**src/rtl/pwm_pkg.sv**
```systemverilog
package pwm_pkg;
    parameter int unsigned CTRL_W   = 32;
    parameter int unsigned SCALE_W  = 13;
    parameter int unsigned PHASE_W  = 8;
    parameter int unsigned DUTY_LSB = 16;
    parameter int unsigned FULL_BIT = 24;
    parameter int unsigned EN_BIT   = 31;

    typedef struct packed {
        logic               en;
        logic               full;
        logic [PHASE_W-1:0] duty;
        logic [SCALE_W-1:0] scale;
    } pwm_cfg_t;

    function automatic pwm_cfg_t cfg_decode(input logic [CTRL_W-1:0] w);
        pwm_cfg_t c;
        c.en    = w[EN_BIT];
        c.full  = w[FULL_BIT];
        c.duty  = w[DUTY_LSB +: PHASE_W];
        c.scale = w[SCALE_W-1:0];
        return c;
    endfunction
endpackage

```
**src/rtl/pwm_ctrl_reg.sv**
```systemverilog
module pwm_ctrl_reg
    import pwm_pkg::*;
(
    input  logic              clk,
    input  logic              rst,
    input  logic              wr_en,
    input  logic [CTRL_W-1:0] wr_data,
    output logic [CTRL_W-1:0] word_q,
    output pwm_cfg_t          cfg
);
    typedef struct packed {
        logic [CTRL_W-1:0] word;
    } reg_state_t;

    reg_state_t st_d, st_q;

    always_comb begin
        st_d = st_q;
        if (wr_en) st_d.word = wr_data;
    end

    always_ff @(posedge clk) begin
        if (rst) st_q <= '0;
        else     st_q <= st_d;
    end

    assign word_q = st_q.word;
    assign cfg    = cfg_decode(st_q.word);

    // a write is visible on the next cycle
    a_r2_load: assert property (@(posedge clk) disable iff (rst)
        wr_en |=> (word_q == $past(wr_data)));
endmodule

```
**src/rtl/pwm_prescaler.sv**
```systemverilog
module pwm_prescaler #(
    parameter int unsigned SCALE_W = 13
) (
    input  logic               clk,
    input  logic               rst,
    input  logic               restart,
    input  logic               run,
    input  logic [SCALE_W-1:0] scale,
    output logic               tick,
    output logic [SCALE_W-1:0] count
);
    typedef struct packed {
        logic [SCALE_W-1:0] cnt;
    } div_state_t;

    div_state_t st_d, st_q;
    logic at_limit;

    always_comb begin
        st_d     = st_q;
        at_limit = (st_q.cnt == scale);
        tick     = run && at_limit;
        if (restart || !run) st_d.cnt = '0;
        else if (at_limit)   st_d.cnt = '0;
        else                 st_d.cnt = st_q.cnt + 1'b1;
    end

    always_ff @(posedge clk) begin
        if (rst) st_q <= '0;
        else     st_q <= st_d;
    end

    assign count = st_q.cnt;

    // the divider never runs past the programmed limit
    a_r3_presc_bound: assert property (@(posedge clk) disable iff (rst)
        count <= scale);
endmodule

```
**src/rtl/pwm_phase_counter.sv**
```systemverilog
module pwm_phase_counter #(
    parameter int unsigned PHASE_W = 8
) (
    input  logic               clk,
    input  logic               rst,
    input  logic               restart,
    input  logic               run,
    input  logic               tick,
    output logic [PHASE_W-1:0] phase,
    output logic               wrap
);
    localparam logic [PHASE_W-1:0] PHASE_MAX = '1;

    typedef struct packed {
        logic [PHASE_W-1:0] ph;
        logic               wrap;
    } ph_state_t;

    ph_state_t st_d, st_q;

    always_comb begin
        st_d      = st_q;
        st_d.wrap = 1'b0;
        if (restart || !run) begin
            st_d.ph = '0;
        end else if (tick) begin
            st_d.ph   = st_q.ph + 1'b1;
            st_d.wrap = (st_q.ph == PHASE_MAX);
        end
    end

    always_ff @(posedge clk) begin
        if (rst) st_q <= '0;
        else     st_q <= st_d;
    end

    assign phase = st_q.ph;
    assign wrap  = st_q.wrap;

    // one step per tick when running without restart
    a_r3_phase_step: assert property (@(posedge clk) disable iff (rst)
        (run && tick && !restart) |=> (phase == $past(phase) + 1'b1));
    // the strobe coincides with phase zero
    a_r4_wrap_phase: assert property (@(posedge clk) disable iff (rst)
        wrap |-> (phase == '0));
endmodule

```
**src/rtl/pwm_prescaled.sv**
```systemverilog
module pwm_prescaled
    import pwm_pkg::*;
(
    input  logic              clk,
    input  logic              rst,
    input  logic              wr_en,
    input  logic [CTRL_W-1:0] wr_data,
    output logic [CTRL_W-1:0] rd_data,
    output logic              pwm_out,
    output logic              period_start
);
    pwm_cfg_t           cfg;
    logic               tick;
    logic [SCALE_W-1:0] presc_cnt;
    logic [PHASE_W-1:0] phase;
    logic               wrap;

    pwm_ctrl_reg u_reg (
        .clk     (clk),
        .rst     (rst),
        .wr_en   (wr_en),
        .wr_data (wr_data),
        .word_q  (rd_data),
        .cfg     (cfg)
    );

    pwm_prescaler #(.SCALE_W(SCALE_W)) u_div (
        .clk     (clk),
        .rst     (rst),
        .restart (wr_en),
        .run     (cfg.en),
        .scale   (cfg.scale),
        .tick    (tick),
        .count   (presc_cnt)
    );

    pwm_phase_counter #(.PHASE_W(PHASE_W)) u_phase (
        .clk     (clk),
        .rst     (rst),
        .restart (wr_en),
        .run     (cfg.en),
        .tick    (tick),
        .phase   (phase),
        .wrap    (wrap)
    );

    always_comb begin
        pwm_out      = cfg.en && (cfg.full || (phase < cfg.duty));
        period_start = cfg.en && wrap;
    end

    // every write restarts both counters
    a_r8_restart: assert property (@(posedge clk) disable iff (rst)
        wr_en |=> (phase == '0 && presc_cnt == '0));
    // a write that clears the enable silences both outputs
    a_r7_disable_low: assert property (@(posedge clk) disable iff (rst)
        (wr_en && !wr_data[EN_BIT]) |=> (!pwm_out && !period_start));
    // a write with enable and force-high gives a high output next cycle
    a_r6_full_high: assert property (@(posedge clk) disable iff (rst)
        (wr_en && wr_data[EN_BIT] && wr_data[FULL_BIT]) |=> pwm_out);
    // outputs are quiet in the cycle after reset
    a_r1_reset_quiet: assert property (@(posedge clk)
        rst |=> (!pwm_out && !period_start && rd_data == '0));
endmodule

```
**config.mk**
```make
export PLATFORM = sky130hd
export DESIGN_NAME = pwm_prescaled
export DESIGN_NICKNAME = d
export VERILOG_FILES = /design/src/rtl/pwm_pkg.sv /design/src/rtl/pwm_ctrl_reg.sv /design/src/rtl/pwm_prescaler.sv /design/src/rtl/pwm_phase_counter.sv /design/src/rtl/pwm_prescaled.sv
export SDC_FILE = /design/constraint.sdc
export NUM_CORES = 1
export LEC_CHECK = 0
export BUFFER_PORTS_ARGS = -buffer_cell sky130_fd_sc_hd__buf_2
export CAP_MARGIN = 10
export CELL_PAD_IN_SITES_DETAIL_PLACEMENT = 1
export CELL_PAD_IN_SITES_GLOBAL_PLACEMENT = 2
export CORE_MARGIN = 5
export CORE_UTILIZATION = 30
export DETAILED_ROUTE_END_ITERATION = 16
export PLACE_DENSITY = 0.88
export SLEW_MARGIN = 25
export SYNTH_ARGS = -nofsm -noshare
export SYNTH_HDL_FRONTEND = slang
export SYNTH_SLANG_ARGS = --single-unit
```
**constraint.sdc**
```tcl
create_clock -name clk -period 2.4 [get_ports clk]
set_clock_uncertainty 0.1 [all_clocks]
set_input_delay 0.24 -clock clk [delete_from_list [all_inputs] [get_ports clk]]
set_output_delay 0.24 -clock clk [all_outputs]
set_load 0.02 [all_outputs]
```
==> impl_metrics.toml <==
[clocking]
clk_path_buf_depth = 2
tritoncts = "yes"
path_clk_slew_ps = 100
numCtsBuffers = 5
clk_latency_ps = 300
htree_levels = 2
cts_setup_buffers = 0
cts_root_buf = "clkbuf_8"
clkSinkCount = 54

[logic_synthesis]
synth_top_area_share_pct = 45.3
ys_ff_latch = 54
ys_top_cells_by_area = "dfxtp_1 45%, mux2i_1 13%, nor2_1 7.9%"
ys.flop_type = "dfxtp_1"
netlist_area_um2 = 2390
syn_inst = 254
yosysSeqAreaShare_pct = 45.3
yosysUniqueCellTypes = 32
avgSynthCellArea_um2 = 9.40
synthArstFlopShare_pct = 0
yosys_warnings = 0
yosysTopAreaCell = "dfxtp_1"
synth_edf_count = 0
syn_nets = 298

[route]
firstDrtPassIters = 3
drc = 0
drtIter0Drc = 59
wire_per_inst_um = 13.6
vias = 1959
ant_nets = 0
viasPerCell = 4.63
postRouteWirelength_um = 5750

[job]
maxCapViolCount = 0

[global_route]
grt_max_degree = 33
overflow = 0
grt_pass1_wl_um = 9790
grt_pass1_vias = 2083
grtUsageTotal_pct = 12.1
antenna_found_initial = 0

[floorplan]
dieArea_um2 = 9840
start_util_pct = 30.9
ios = 69
core-area_um2 = 7730
die_w_um = 99.2
die_h_um = 99.2
rows = 32

[cells_and_area]
final_common_cell = "buf_2"
num-nets-final = 365
drive_gt1_share_pct = 26.8
area_delta_synth_final_pct = 24.0
final_cell_mix = "68 x buf_2, 53 x dfxtp_1, 50 x nor2_1"
num-fill-cells = 926
n_antenna_cell = 0

[pwr]
powerDensity_nw_per_um2 = 610
p_leak_nw = 1.41
ir_worst_vdd_uv = 367
power.total_mw = 1.80

[critical_path]
start_kind = "flop"
crit_type = "flop to output pin"
worstPathRequired_ps = 2060
path_max_fanout = 3
arrival_ps = 1880
end_kind = "output pin"

[timing]
fin_crit_sh_pct = 92.6
setup_viol = 0
rsz0062_at_grt = "no"
max_freq_ghz = 0.450
drv_slew = 0
hold_viol_final = 0
slew_headroom_pct = 65.1
worstMarginPinSlew_ps = 523
fin_tns_setup_ps = 0
min_period_ps = 2220

[placement]
port_buffers = 68
dpl.hpwl_um = 4410
place_congestion = 0.782

[worst_hold_path]
hold_path.class = "primary input to flop"

[run_status]
status = "complete, no violations"
## cell type report
cell class              count  area (um^2)  share of cell area (%)
clock inverters             1         30.0                    1.01
well taps                 102          128                    4.31
clock buffers               6         82.6                    2.79
inverters                   8         30.0                    1.01
flip-flops and latches     54         1080                    36.6
repair buffers             73          378                    12.8
multi-input cells         179         1230                    41.5
## critical path: stages, from the launching register on
cell     delay [ps]
dfxtp_2         340
inv_1            40
ha_1            290
a21o_1          180
a21o_1          170
a21oi_1         140
o31a_1          140
o21a_1          100
buf_2           160
## through the flow
stage / setup slack (ps) / hold WS [ps] / cell area [um^2] / instances / util (%)
global placement: 335 / 366 / 2840 / 416 / 36.8
detailed placement: 237 / 381 / 2840 / 416 / 36.8
CTS: 101 / 51.6 / 2950 / 423 / 38.2
finish: 179 / 61.8 / 2960 / 423 / 38.3
floorplan: 460 / 287 / 2390 / 254 / -
global route: 18.5 / 60.0 / 2960 / 423 / 38.3
## cell usage after synthesis (3+ instances only)
master	count
or4_1	4
and3_1	4
ha_1	9
xnor2_1	7
clkbuf_1	9
mux2i_1	31
nand4_1	6
a21oi_1	8
nand2_1	9
dfxtp_1	54
a21o_1	3
o31ai_1	4
or3_1	3
nor2_1	50
buf_1	3
o21ai_0	3
inv_1	8
xor2_1	17
nand3_1	5
## layer usage
metal / GRT usage [%] / wire length [um] / vias to the layer above
met5: 0 / 0 / -
met4: 3.47 / 65 / 0
met3: 3.72 / 332 / 4
met2: 19.5 / 2630 / 45
met1: 15.6 / 2720 / 920
li1: - / - / 990
## final timing paths
path	slack, ps	start	cells past startpoint	to
max reg2reg	250	u_div.count[1]$_SDFF_PP0_	6	u_div.count[6]$_SDFF_PP0_
min	60	wr_data[13]	3	u_reg.word_q[13]$_SDFFE_PP0P_
max	180	u_reg.word_q[21]$_SDFFE_PP0P_	8	pwm_out
min reg2reg	400	u_reg.word_q[14]$_SDFFE_PP0P_	2	u_reg.word_q[14]$_SDFFE_PP0P_
## power by group
part	internal, mW	switching (mW)
Clock	0.334	0.291
Combinational	0.0970	0.131
Sequential	0.928	0.0236
Total	1.36	0.445
## state kept, by name, summed over array words and instances (netlist names)
signal / cells
u_reg.word_q: 32
u_div.count: 13
u_phase.phase: 8
u_phase.wrap: 1
## timing repair
| action | 4_1_cts | 5_1_grt |
|---|---|---|
| resized for setup | 0 | 2 |
| endpoints found under the setup margin | 0 | 1 |
| hold buffers | 0 | 0 |
## cells by family after synthesis
family	count (synthesis)	synth area share, %
AND/OR/NAND/NOR	92	18.6
flip-flops	54	45.3
buffers and inverters	21	3.46
XOR/XNOR	24	8.80
adder cells (fa/ha/maj)	9	4.72
multiplexers	31	13.0
AO/OA/AOI/OAI	23	6.13
Note: power is estimated with default switching activity, not from simulation.
